File: config.mk
export PLATFORM = sky130hd
export DESIGN_NAME = pc_next_unit
export DESIGN_NICKNAME = d
export VERILOG_FILES = /design/src/rtl/pcu_pkg.sv /design/src/rtl/pcu_decode.sv /design/src/rtl/pcu_operand_sel.sv /design/src/rtl/pcu_adder.sv /design/src/rtl/pc_next_unit.sv
export SDC_FILE = /design/constraint.sdc
export NUM_CORES = 1
export LEC_CHECK = 0
export ABC_AREA = 1
export ABC_CLOCK_PERIOD_IN_PS = 2510
export BUFFER_PORTS_ARGS = -buffer_cell sky130_fd_sc_hd__buf_4
export CAP_MARGIN = 10
export CORE_UTILIZATION = 38
export DETAILED_ROUTE_END_ITERATION = 8
export GPL_ROUTABILITY_DRIVEN = 1
export GPL_TIMING_DRIVEN = 0
export HOLD_SLACK_MARGIN = 0.02
export MAX_ROUTING_LAYER = met4
export SYNTH_ARGS = -nofsm -noshare
export SYNTH_HDL_FRONTEND = slang
export SYNTH_HIERARCHICAL = 1
export SYNTH_SLANG_ARGS = --single-unit
File: constraint.sdc
create_clock -name clk -period 2.51 [get_ports clk]
set_input_delay 0.1255 -clock clk [delete_from_list [all_inputs] [get_ports clk]]
set_output_delay 0.1255 -clock clk [all_outputs]
set_load 0.01 [all_outputs]
File: src/rtl/pcu_pkg.sv
// Shared types for the program counter next-address unit.
// Assumes: only the four actions below exist; clear is handled at the register.
package pcu_pkg;
    typedef enum logic [1:0] {
        PCU_HOLD   = 2'd0,
        PCU_STEP   = 2'd1,
        PCU_BRANCH = 2'd2,
        PCU_JUMP   = 2'd3
    } pcu_action_e;
endpackage

File: src/rtl/pcu_decode.sv
// Reduces the three selects to one action, with jump over branch over step.
// Assumes: the selects are already decoded and stable before the clock edge.
module pcu_decode
    import pcu_pkg::*;
(
    input  logic        jmp_sel,
    input  logic        br_sel,
    input  logic        inc_en,
    output pcu_action_e action
);
    // Fixed priority choice of the next-address action.
    always_comb begin
        if (jmp_sel)      action = PCU_JUMP;
        else if (br_sel)  action = PCU_BRANCH;
        else if (inc_en)  action = PCU_STEP;
        else              action = PCU_HOLD;
    end
endmodule

File: src/rtl/pcu_operand_sel.sv
// Builds the adder's second operand: one for a step, sign-extended offset for a branch.
// Assumes: OFF_W <= PC_W; the offset is two's-complement.
module pcu_operand_sel #(
    parameter int PC_W  = 16,
    parameter int OFF_W = 8
) (
    input  logic             use_off,
    input  logic [OFF_W-1:0] off,
    output logic [PC_W-1:0]  operand
);
    localparam int EXT_W = PC_W - OFF_W;

    logic [PC_W-1:0] off_ext;

    generate
        if (EXT_W > 0) begin : g_extend
            // Replicate the offset sign bit into the upper bits.
            always_comb off_ext = {{EXT_W{off[OFF_W-1]}}, off};
        end else begin : g_same
            // Offset already spans the full counter width.
            always_comb off_ext = off[PC_W-1:0];
        end
    endgenerate

    // Pick the constant one or the extended offset.
    always_comb operand = use_off ? off_ext : PC_W'(1);
endmodule

File: src/rtl/pcu_adder.sv
// Modular adder for the counter; the carry out is discarded so results wrap.
// Assumes: both operands already have the counter width.
module pcu_adder #(
    parameter int PC_W = 16
) (
    input  logic [PC_W-1:0] a,
    input  logic [PC_W-1:0] b,
    output logic [PC_W-1:0] sum
);
    // Wrapping sum, width equal to the counter.
    always_comb sum = a + b;
endmodule

File: src/rtl/pc_next_unit.sv
// Program counter register with next-address selection.
// Order: synchronous clear, then jump load, then offset add, then step, else hold.
// Assumes: rst_n is synchronous to clk; all selects come from outside decoding.
module pc_next_unit
    import pcu_pkg::*;
#(
    parameter int PC_W  = 16,
    parameter int OFF_W = 8
) (
    input  logic             clk,
    input  logic             rst_n,
    input  logic             jmp_sel,
    input  logic             br_sel,
    input  logic             inc_en,
    input  logic [OFF_W-1:0] br_off,
    input  logic [PC_W-1:0]  jmp_tgt,
    output logic [PC_W-1:0]  pc_q
);
    pcu_action_e     action;
    logic [PC_W-1:0] add_b;
    logic [PC_W-1:0] add_sum;
    logic [PC_W-1:0] pc_d;

    pcu_decode i_decode (
        .jmp_sel (jmp_sel),
        .br_sel  (br_sel),
        .inc_en  (inc_en),
        .action  (action)
    );

    pcu_operand_sel #(.PC_W(PC_W), .OFF_W(OFF_W)) i_operand (
        .use_off (action == PCU_BRANCH),
        .off     (br_off),
        .operand (add_b)
    );

    pcu_adder #(.PC_W(PC_W)) i_adder (
        .a   (pc_q),
        .b   (add_b),
        .sum (add_sum)
    );

    // Final selector: target, adder result or current value.
    always_comb begin
        unique case (action)
            PCU_JUMP:              pc_d = jmp_tgt;
            PCU_BRANCH, PCU_STEP:  pc_d = add_sum;
            default:               pc_d = pc_q;
        endcase
    end

    // Counter register with synchronous power-on clear.
    always_ff @(posedge clk) begin
        if (!rst_n) pc_q <= '0;
        else        pc_q <= pc_d;
    end


    jump_load_chk: assert property (@(posedge clk) disable iff (!rst_n)
        jmp_sel |=> pc_q == $past(jmp_tgt));


    branch_add_chk: assert property (@(posedge clk) disable iff (!rst_n)
        (!jmp_sel && br_sel) |=>
            pc_q == PC_W'($past(pc_q) + PC_W'($signed($past(br_off)))));


    step_one_chk: assert property (@(posedge clk) disable iff (!rst_n)
        (!jmp_sel && !br_sel && inc_en) |=> pc_q == PC_W'($past(pc_q) + 1'b1));


    hold_value_chk: assert property (@(posedge clk) disable iff (!rst_n)
        (!jmp_sel && !br_sel && !inc_en) |=> $stable(pc_q));


    step_wrap_chk: assert property (@(posedge clk) disable iff (!rst_n)
        (!jmp_sel && !br_sel && inc_en && pc_q == '1) |=> pc_q == '0);
endmodule

# Yosys cells after proc, flatten, opt, wreduce, memory -nomap -nowiden
# Cells that the tools add are included.
# W data, S select, Z words.
op_classes:
  n_addsub: 1
  eq_ne: 3
  n_mux: 5
  n_reduce_logical: 2
op_table:
  columns: ["operator", "count"]
  rows:
  - ["$pmux W16 S2", 1]
  - ["$add A16 B16 Y16", 1]
  - ["$mux W16", 1]
  - ["$eq A2 B2 Y1 const B", 2]
  - ["$mux W2", 2]
  - ["$eq A2 B1 Y1 const B", 1]
  - ["$reduce_bool A2 Y1", 1]
  - ["$reduce_or A2 Y1", 1]
  - ["$mux W1", 1]
totals:
  ff_bits: 16
  inputBits: 29
  output_inout_bits: 16
  word_cells: 12

# Logic depth before layout (Yosys ltp)
# Gate-level depths: netlist (run 1).
logic_depth:
  word_depth: 7
  depth_mapped: 22
  depth_no_buf: 20

# By module
# The synthesis (run 1) kept the hierarchy.
modules_own_cells:
  columns: ["mod", "instances", "cells_each", "area_each_um2", "seq_area_each_um2"]
  rows:
  - ["pcu_adder", 1, 176, 928.4, 0.0]
  - ["pc_next_unit", 1, 140, 847.1, 320.3]
  - ["pcu_operand_sel", 1, 25, 125.1, 0.0]
  - ["pcu_decode", 1, 5, 18.8, 0.0]

# Worst setup path after synthesis (run 1)
# OpenSTA, ideal clock, no wires.
synth_timing:
  path_type: "input to register"
  start: "input br_sel"
  end: "register pc_q[14]"
  setup_time_ns: 0.117
  arrival_time_ns: 2.006
  t_required_ns: 2.393
  setup_slack_ns: 0.387
  cell_stages: 20
  n_path_buf: 2
  path_cell_list: "inv_1 nand2_1 nand2_1 inv_1 ha_1 buf_2 nand2_1 inv_1 buf_4 ha_1 a21oi_1 nand2_1 a21oi_1 nand2_1 nand2_1 nand2_1 nand2_1 nand2_1 nor2_1 nor2_1"
synth_between:
  elab_chain_cells: 6
  elab_cells_between_ends: 10
  cone_classes: "add/sub (1); eq/ne (3); mux (4); reduce/logical (2)"
synth_rtl:
  columns: ["item", "line_no", "text"]
  rows:
  - ["start, declared", "pc_next_unit.sv:13", "input logic br_sel,"]
  - ["$mux W2", "pcu_decode.sv:14", "else if (br_sel) action = PCU_BRANCH;"]
  - ["$mux W2", "pcu_decode.sv:13", "if (jmp_sel) action = PCU_JUMP;"]
  - ["via action[0]", "pc_next_unit.sv:19", "pcu_action_e action;"]
  - ["$eq A2 B2 Y1", "pc_next_unit.sv:32", ".use_off (action == PCU_BRANCH),"]
  - ["$mux W16", "pcu_operand_sel.sv:26", "always_comb operand = use_off ? off_ext : PC_W'(1);"]
  - ["via add_b[7]", "pc_next_unit.sv:20", "logic [PC_W-1:0] add_b;"]
  - ["$add A16 B16 Y16", "pcu_adder.sv:11", "always_comb sum = a + b;"]
  - ["via add_sum[14]", "pc_next_unit.sv:21", "logic [PC_W-1:0] add_sum;"]
  - ["$pmux W16 S2", "pc_next_unit.sv:45", "unique case (action)"]
  - ["end signal, assigned", "pc_next_unit.sv:55", "else pc_q <= pc_d;"]
  - ["end, declared", "pc_next_unit.sv:17", "output logic [PC_W-1:0] pc_q"]
# The timed path passes the listed nets, and every way through them passes these cells.
# A chain may end at the register's enable or synchronous reset.

# Worst setup path after layout (run 1)
# Ends and elaborated chain as after synthesis.

==> impl_results.md, run 1 <==
* Run status: complete, no violations
* Most frequent cells in the layout: nand2_1, inv_1, nor2_1, buf_4
* M2 GR Usage at 0.297
* Number of global-route vias before repair at between 1500 and 2000
* Yosys warns at 6
* Final Setup Violations at 0
* CP required at approximately 2.7 ns
* Fillers at 549
* Slew Viols, Final at 0
* Gr busiest metal: met2
* Post-synthesis compound-gate area fraction at 0.0619
* Max Fclk at ~450 MHz
* Global-route wire length before repair at 7900 microns
* Worst setup startpoint: br_sel
* Cell Area, Placed at 2330 sq um
* Hold Crit Class: input port to register
* Flip-flop count of the largest register after layout at 16
* Post-layout instance area at roughly 2400 sq um
* Met3 usage at 0.00829
* Commonest non-fill, non-tap cell in the layout: nand2_1
* R2r startpoint: pc_q[0]
* Final hold slack at around 0.16 ns
* Worst path cell trace: buf_4, inv_1, nand2_1, nand2_1, inv_1, ha_1, clkbuf_4, nand2_1, inv_2, buf_4, ha_1, nand2_1, inv_1, nand2_1, nand2_1, a21oi_2, nand2_1, nand2_1, nand2_1, nand2_1, nand2_1, nor2_1, nor2_1
* Port Buffer Count at 44
* Via-per-instance ratio at ~4.3
* Chip height at ~73 microns
* H-tree Lvls at 1
* Reg2reg path depth at 14
* Overall routed net length at ~4700 microns
* Met1 GRT Util at 0.291
* Slowest-stage cell, CP: ha_1
* Most frequent cell on the critical path: nand2_1
* Row count at 25
* Starting Density at 0.401
* Ratio of cells with drive above 1 in the final layout at 0.216
* Area grow syn2layout at 25.1%
* Post-synthesis mux area share at 0
* Core region area at between 4000 and 5000 sq um
* Initial antenna violation count at 0
* Avg Synthesized Cell Area at approximately 5.5 sq um
* Area contributors post-synth: nand2_1, dfxtp_1, inv_1, nor2_1, ha_1
* Actual slew at the worst max-slew pin at ~0.22 ns
* Post-Place Worst Slack at -0.126 ns
* Die W at between 70 and 80 microns
* Fin cells at around 460
* Total number of vias at between 1500 and 2000
* Post-Syn Area at between 1500 and 2000 sq um
* Clock Skews at about 0.0018 ns
* CP Depth at 23
* Post-Synth XOR/XNOR Area at 0.0365
* Reg clk slew, reported paths at ~0.070 ns
* Top Ports at 45
* Cell taking the most area after synthesis: nand2_1
* WP buf/inv at 7
* CTS Buf Count at 3
* Worst R2R End: pc_q[14]
* Critical path peak fanout at 9
* Pre-antenna DRT Iters at 4
* Largest net degree at the start of global routing at 11
* Seq/Total Area, Yosys at 0.167
* Synth Instances at approximately 350
* Setup slack after layout at ~0.29 ns
* LEAKAGE at between 1.5 and 2 nW
* Max_cap viols at 0
* Tcrit/Tclk final at 0.886
* CP arrival at between 2 and 2.5 ns
* Setup crit start kind: input port
* Routed len/inst at 10.2 microns
* Worst vdd ir at between 200 and 300 uV
* Min cycle time layout at roughly 2.2 ns
* Register area at between 300 and 400 sq um
* Hpwl dp at slightly below 4000 microns
* Final core occ at 0.502
* Crit-path max cell delay at around 0.36 ns
* #FFs+latches synth at 16
* Max-slew headroom at 0.850
* Gr usage total at 0.197
* Yosys top cell area share at 0.229
* Clk sinks at 16
* Synth Net Count at roughly 390
* Synth cell types at 23
* Worst R2R Setup Slack at 0.51 ns
* Grt ovf at 0
* Final hold violation count at 0
* 1st-iter DRT viols at 75
* Post-route ant nets at 0
* GP Congestion at roughly 0.85
* Die ar. at 5340 sq um
* Top Family by Delay on Critical Path: simple AND/OR/NAND/NOR gates
* Crit path to: pc_q[14]
* Final nets at roughly 440
* Multi-input gate area at ~1200 sq um
* Setup crit end kind: register
* Residual DRC count at 0
* Main combinational cell family by area after synthesis: simple AND/OR/NAND/NOR gates
* Unrepaired setup endpoints after global routing: no
* Clk Latency, worst-skew pair at approximately 0.25 ns
* Inserted Diodes at 0
* Clock buffer depth at 2
* Biggest regs: pc_q: 16 flops
* Synth Area in Adders at 0.121
* Total placed cells including tap cells at around 460
* Critical path class: input port to register
* Post-CTS Setup Inserts at 0
* Pwr dens at about 410 nW/um^2
* Synth Area in Simple Gates at 0.426
* CTS tree: done
* Clock Tree Root: clkbuf_8
* Largest register by flop count: pc_q
==> cells in the mapped netlist, drive strengths merged <==
cell type / count
nand3b: 2
nand2: 124
o21ai: 16
fa: 1
inv: 65
a21oi: 7
xor2: 6
buf: 16
nor3: 3
xnor2: 2
or2: 2
nor2: 58
dfxtp: 16
nand3: 9
nand4: 1
ha: 17
and2: 1
==> where the power goes <==
group | leakage, nW | switching (W) | internal, W
logic | 1.38 | 0.000238 | 0.000194
clock network | 0.0288 | 0.0000971 | 0.000139
registers | 0.133 | 0.0000295 | 0.000283
total | 1.54 | 0.000364 | 0.000616
==> how the worst min path moves through the flow <==
stage / start / end / slack, ns / cells past startpoint
6_report: rst_n / pc_q[13] / 0.16 / 3
5_1_grt: rst_n / pc_q[13] / 0.17 / 3
4_1_cts: rst_n / pc_q[13] / 0.16 / 3
3_5_place_dp: rst_n / pc_q[13] / 0.43 / 3
3_3_place_gp: rst_n / pc_q[12] / 0.43 / 3
2_1_floorplan: rst_n / pc_q[10] / 0.27 / 2
==> final cells by class <==
| type | instances | area share |
|---|---|---|
| buffer | 16 | 0.0490 |
| multi-input combinational | 249 | 0.521 |
| timing repair buffer | 44 | 0.138 |
| sequential | 16 | 0.133 |
| clock buffer | 4 | 0.0229 |
| inverter | 65 | 0.102 |
| tap | 67 | 0.0349 |
==> per-stage QoR <==
step                      total power [W]  TNS [ns]
after global placement           0.000747    -0.177
after floorplan                  0.000598         0
after detailed placement         0.000748    -0.252
after CTS                        0.000985         0
after global routing              0.00106         0
final                            0.000980         0
==> worst min-delay path, cell delays in order <==
cell and delay [ns]:
buf_4 0.13, o21ai_0 0.07, nor2_1 0.04
==> cells by family (layout without fill, tap and decap cells) <==
| logic type | count (synthesis) | count (layout) |
|---|---|---|
| AND/OR/NAND/NOR | 200 | 200 |
| buffers and inverters | 81 | 129 |
| AO/OA/AOI/OAI | 23 | 23 |
| flip-flops | 16 | 16 |
| adder cells (fa/ha/maj) | 18 | 18 |
| XOR/XNOR | 8 | 8 |
==> repair_timing <==
| item | in CTS | in global routing |
|---|---|---|
| endpoints found under the setup margin | 0 | 6 |
| resized for setup | 0 | 5 |
| hold buffers | 0 | 0 |
==> metal layers <==
metal | vias to the layer above | wire length (microns) | share of wire
met4 | 0 | 27 | 0.0057
li1 | 1118 | - | -
met3 | 2 | 138 | 0.029
met2 | 31 | 2030 | 0.43
met1 | 812 | 2530 | 0.54
met5 | - | 0 | 0
(Power assumes the default switching activity.)
==> run 2: changes to the inputs <==
Settings changed: ABC_CLOCK_PERIOD_IN_PS 2510 to 1800.
Clock period 2.51 ns to 1.8 ns, I/O delays scaled along.
==> run 2 against run 1 <==
Against the previous run: the run now ends with setup timing left; global-route usage grew 2.5 points; cell count up 1.5%; non-clock buffer count up 7; worst setup slack worse by 0.33 ns; clock skew is 0.0030 ns higher; largest power group unchanged; highest routed layer unchanged.
==> impl_results.md, run 2 (synthesis gave the netlist of run 1 again) <==
* Run status: finished, violations left
* Failing checks: setup timing
* Row count at 25
* Largest net degree at the start of global routing at 11
* Multi-input gate area at about 1600 sq um
* Starting Density at 0.401
* Inserted Diodes at 0
* Final hold slack at 0.121 ns
* R2r startpoint: pc_q[0]
* Pwr dens at around 550 nW/um^2
* GP Congestion at a little under 0.9
* CTS Buf Count at 3
* Slowest-stage cell, CP: fa_2
* Worst setup startpoint: br_sel
* Tot Pwr at ~0.0015 W
* Setup crit start kind: input port
* CP arrival at between 1.5 and 2 ns
* Clock Skews at slightly below 0.005 ns
* Residual DRC count at 0
* Ratio of cells with drive above 1 in the final layout at 0.374
* Chip height at around 73 microns
* Worst path cell trace: buf_8, inv_12, nand2_4, nand2_2, inv_2, ha_4, nand2_4, ha_4, fa_2, nand2_2, nand2_2, nand3b_1, nand2_2, buf_4, xor2_1, nand2_1, nand2_1, nor2_1, nor2_1
* CTS tree: done
* Hpwl dp at 4120 microns
* Commonest non-fill, non-tap cell in the layout: nand2_1
* Min cycle time layout at approximately 1.8 ns
* Biggest regs: pc_q: 16 flops
* Worst vdd ir at a little under 300 uV
* Critical path peak fanout at 7
* Slew Viols, Final at 0
* Setup crit end kind: register
* Top Family by Delay on Critical Path: adder cells
* Final hold violation count at 0
* Clock Tree Root: clkbuf_8
* Actual slew at the worst max-slew pin at between 0.2 and 0.25 ns
* Setup slack after layout at -0.0413 ns
* Routed len/inst at between 10 and 15 microns
* Grt ovf at 0
* Max Fclk at 543 MHz
* Final core occ at 0.586
* Cts hold-fix bufs at 0
* Register area at around 320 sq um
* Hold Startpoint: rst_n
* Reg clk slew, reported paths at roughly 0.07 ns
* Overall routed net length at around 5200 microns
* Area grow syn2layout at 46.2%
* Crit-path max cell delay at 0.38 ns
* Core region area at between 4000 and 5000 sq um
* Clk Latency, worst-skew pair at about 0.25 ns
* Largest register by flop count: pc_q
* Post-route ant nets at 0
* Clock buffer depth at 2
* Fillers at ~500
* Max-slew headroom at 0.834
* Final Setup Violations at 5
* Met1 GRT Util at 0.313
* Top Ports at 45
* Met3 usage at 0.0166
* Gr usage total at 0.222
* Clk sinks at 16
* Unrepaired setup endpoints after global routing: yes
* WP buf/inv at 4
* CP required at just under 2 ns
* 1st-iter DRT viols at 65
* Most frequent cells in the layout: nand2_1, buf_4, nor2_1, inv_1, nand2_2
* Flip-flop count of the largest register after layout at 16
* Pre-antenna DRT Iters at 4
* Tcrit/Tclk final at 1.02
* Hold Crit Class: input port to register
* M2 GR Usage at 0.345
* H-tree Lvls at 1
* Critical path class: input port to register
* Initial antenna violation count at 0
* Worst R2R Setup Slack at -0.04 ns
* Die ar. at 5340 sq um
* Number of global-route vias before repair at roughly 1900
* Most frequent cell on the critical path: nand2_2
* Gr busiest metal: met2
* Total number of vias at ~2000
* Port Buffer Count at between 40 and 50
* Global-route wire length before repair at 8890 microns
* Via-per-instance ratio at ~4.4
* Max_cap viols at 0
* LEAKAGE at around 1.6 nW
* Die W at roughly 73 microns
* Final nets at ~450
run 2: cell types whose count changed in the layout (fill, tap and decap cells not counted), sizes merged:
| cell | before | now |
|---|---|---|
| buf | 59 | 67 |
| clkbuf | 5 | 4 |
run 2: layer usage:
layer  routed length [microns]  up-vias
met2                      2270       36
met1                      2710      879
li1                          -     1138
met4                        66        0
met3                       135        7
met5                         0        -
run 2: repair_timing:
action | 4_1_cts | 5_1_grt
setup endpoints to repair | 11 | 12
buffers inserted | 4 | 4
resized for setup | 29 | 21
pin swaps | 18 | 32
run 2: power breakdown:
| part | internal (W) | switching [W] |
|---|---|---|
| logic | 0.000364 | 0.000388 |
| clock network | 0.000194 | 0.000134 |
| registers | 0.000395 | 0.0000556 |
run 2: worst paths after layout:
kind,depth (start not counted),endpoint
worst max-delay path,19,pc_q[6]
worst min-delay path,3,pc_q[13]
worst max register to register,12,pc_q[6]
worst min register to register,2,pc_q[0]
run 2: area by class of cell:
cell class              count  share of cell area
flip-flops and latches     16               0.114
clock buffers               4              0.0196
multi-input cells         249               0.557
repair buffers             52               0.145
well taps                  67              0.0299
inverters                  65              0.0941
plain buffers              15              0.0406
run 2: worst reg2reg max path, stage by stage (launching register included):
cell	delay [ns]
dfxtp_1	0.35
ha_4	0.18
fa_2	0.38
nand2_2	0.08
nand2_2	0.05
nand3b_1	0.09
nand2_2	0.08
buf_4	0.14
xor2_1	0.14
nand2_1	0.06
nand2_1	0.05
nor2_1	0.09
nor2_1	0.04
run 2: through the flow:
stage / instance area [sq um] / TNS, ns / worst slack (ns) / std cells
5_1_grt: 2810 / -1.71 / -0.252 / 468
3_3_place_gp: 2550 / -4.69 / -0.489 / 457
2_1_floorplan: 2130 / -0.384 / -0.100 / 346
3_5_place_dp: 2550 / -4.72 / -0.493 / 457
4_1_cts: 2720 / -0.475 / -0.0886 / 465
6_report: 2810 / -0.131 / -0.0413 / 468
==> run 3: changes to the inputs <==
Settings changed: ABC_AREA 1 to 0, SYNTH_HIERARCHICAL 1 to not set.
==> run 3 against run 2 <==
Against the previous run: the run still ends with setup timing left; sequential share of layout area grew 1.9 points; die area shrank 22%; utilization grew 6.1 points; area after synthesis shrank 22%; cell count shrank 35%; critical path depth shrank 9; worst hold slack lost 0.046 ns; sequential cell count is the same; critical path type unchanged; design area shrank 14%; synthesized cell count shrank 45%; clock power shrank 13%.
==> impl_results.md, run 3 <==
* Run status: finished, violations left
* Failing checks: setup timing
* Slowest-stage cell, CP: or4_1
* M2 GR Usage at 0.450
* CTS tree: done
* Routed len/inst at approximately 17 microns
* Max_cap viols at 0
* Pwr dens at between 500 and 600 nW/um^2
* H-tree Lvls at 1
* Top Ports at 45
* WP buf/inv at 1
* Tcrit/Tclk final at 1.12
* Final core occ at 0.647
* Crit-path max cell delay at 0.40 ns
* Seq/Total Area, Yosys at 0.215
* Synth Area in Simple Gates at 0.302
* Sequential Power Share at 0.326
* Yosys top cell area share at 0.215
* Ys async rst share at 0
* CP arrival at 2.21 ns
* #FFs+latches synth at 16
* Commonest non-fill, non-tap cell in the layout: buf_4
* Chip height at about 65 microns
* Row count at 22
* Min cycle time layout at 2.02 ns
* Core region area at roughly 3700 sq um
* Global-route wire length before repair at about 7900 microns
* Avg Synthesized Cell Area at approximately 8 sq um
* Post-synthesis mux area share at 0.0134
* Clock Tree Root: clkbuf_8
* Overall routed net length at slightly above 5000 microns
* Comb pwr share at 0.470
* Worst vdd ir at ~460 uV
* Critical path class: input port to register
* GP Congestion at between 0.9 and 1
* Cell taking the most area after synthesis: dfxtp_1
* Post-route ant nets at 0
* Inserted Diodes at 0
* Worst setup startpoint: br_sel
* Switching share of power at 0.371
* 1st-iter DRT viols at 72
* Grt ovf at 0
* Setup crit start kind: input port
* Main combinational cell family by area after synthesis: compound AO/OA/AOI/OAI gates
* Die ar. at between 4000 and 5000 sq um
* Clk Latency, worst-skew pair at 0.25 ns
* Gr busiest metal: met2
* Most frequent cell on the critical path: ha_4
* Via-per-instance ratio at roughly 5.8
* Largest register by flop count: pc_q
* Ratio of cells with drive above 1 in the final layout at 0.482
* Clock buffer depth at 2
* Largest net degree at the start of global routing at 11
* Fillers at 316
* Final nets at ~300
* Reg2reg path depth at 8
* Clock Skews at about 0.0035 ns
* Post-synthesis compound-gate area fraction at 0.308
* Max-slew headroom at 0.612
* Unrepaired setup endpoints after global routing: yes
* Worst path cell trace: buf_6, or2_4, ha_4, and2_4, ha_4, nand3_4, a211oi_4, nor3_2, or4_1, nand3_1
* Hold Startpoint: jmp_tgt[10]
* Yosys warns at 0
* Most frequent cells in the layout: buf_4, dfxtp_1, nand2_1, nand4_1, nor2_1
* Die W at 64.6 microns
* Actual slew at the worst max-slew pin at around 0.58 ns
* Synth Net Count at between 200 and 250
* Hold Crit Class: input port to register
* Most frequent cells after synthesis: dfxtp_1, nand2_1, a21oi_1
* Main flop type after synthesis: dfxtp_1
* Post-Synth XOR/XNOR Area at 0.0235
* Slew Viols, Final at 0
* Critical path peak fanout at 8
* Net Sw Power at 0.000524 W
* Number of global-route vias before repair at 1667
* Setup crit end kind: register
* Residual DRC count at 0
* CP required at 2.00 ns
* WHS Endpoint: pc_q[10]
* Final hold slack at around 0.075 ns
* Top Family by Delay on Critical Path: simple AND/OR/NAND/NOR gates
* EDFF count, synth at 0
* Post-Place Worst Slack at -0.584 ns
* Area contributors post-synth: dfxtp_1, ha_1, and2_1, nand4_1, a21oi_1
* Worst R2R Setup Slack at -0.14 ns
* Hold depth at 3
* Hpwl dp at 3550 microns
* Synth Area in Adders at 0.0891
* R2r startpoint: pc_q[0]
* Met3 usage at 0.0299
* Area grow syn2layout at 61.6%
* CTS Buf Count at 3
* Worst R2R End: pc_q[12]
* Post-Syn Area at about 1500 sq um
* Synth cell types at 54
* Initial antenna violation count at 0
* Pre-antenna DRT Iters at 4
* Pint at ~0.0009 W
* Starting Density at 0.401
* Max Fclk at 495 MHz
* Flip-flop count of the largest register after layout at 16
* Synth Instances at 190
* Clk sinks at 16
* Final Setup Violations at 10
* Biggest regs: pc_q: 16 flops
* Clock Power Share at 0.204
* LEAKAGE at between 0.9 and 1 nW
* Port Buffer Count at 44
* Gr usage total at 0.255
* Total number of vias at between 1500 and 2000
* Final hold violation count at 0
* Reg clk slew, reported paths at approximately 0.07 ns
* Cts hold-fix bufs at 0
* Setup slack after layout at -0.218 ns
* Met1 GRT Util at 0.299
[run 3: changes by cell type after synthesis, moves of 8 or more]
cell     change
nand4_1      +9
nor2_1      -48
and2_1      +10
inv_1       -55
nand2_1    -101
ha_1         -8
[run 3: cells by family after synthesis]
group / Yosys count
muxes: 2
buffers and inverters: 16
AOI/OAI and AO/OA: 62
and+or+nand+nor: 80
DFF: 16
xor gates and xnor gates: 4
adders and majority gates: 10
[run 3: worst min-delay path, delay by kind of cell]
kind,cells,cell delay [ns]
AOI/OAI and AO/OA,1,0.07
buffers and inverters,1,0.08
and+or+nand+nor,1,0.06
[run 3: power groups by stage]
stage | logic (W) | clock network [W] | registers (W)
floorplan | 0.000351 | 0 | 0.000473
global placement | 0.000544 | 0 | 0.000461
detailed placement | 0.000552 | 0 | 0.000466
CTS | 0.000606 | 0.000297 | 0.000457
global route | 0.000709 | 0.000310 | 0.000467
finish | 0.000663 | 0.000287 | 0.000460
[run 3: how the worst max path moves through the flow]
| stage | to | slack, ns | depth (start not counted) |
|---|---|---|---|
| final | pc_q[7] | -0.22 | 10 |
| after detailed placement | pc_q[12] | -0.58 | 10 |
| after global routing | pc_q[7] | -0.27 | 10 |
| after floorplan | pc_q[7] | -0.16 | 9 |
| after global placement | pc_q[12] | -0.55 | 11 |
| after CTS | pc_q[12] | -0.20 | 10 |
[run 3: cell type report]
cell class | instances | area (sq um) | area share
Multi-Input combinational cell | 158 | 1430 | 0.595
Timing Repair Buffer | 62 | 480 | 0.200
Sequential cell | 16 | 320 | 0.133
Tap cell | 48 | 60.1 | 0.0250
Buffer | 11 | 53.8 | 0.0224
Clock buffer | 3 | 41.3 | 0.0172
Inverter | 5 | 18.8 | 0.00780
[run 3: routing by layer]
metal,vias up,wire length (microns)
met2,57,2710
met1,833,2170
li1,852,-
met5,-,0
met4,0,72
met3,8,237
[run 3: metrics by stage]
step / std cells / setup TNS (ns) / cell area (sq um) / power [W]
final: 303 / -1.67 / 2410 / 0.00141
after global routing: 303 / -2.54 / 2410 / 0.00149
after CTS: 297 / -1.23 / 2280 / 0.00136
after detailed placement: 282 / -5.52 / 2080 / 0.00102
after global placement: 282 / -5.19 / 2080 / 0.00100
after floorplan: 190 / -1.20 / 1690 / 0.000824
[run 3: what timing repair did]
action	4_1_cts	5_1_grt
resized for setup	16	17
setup buffers	12	7
endpoints found under the setup margin	10	13
gates cloned	0	0
pin swaps	22	28
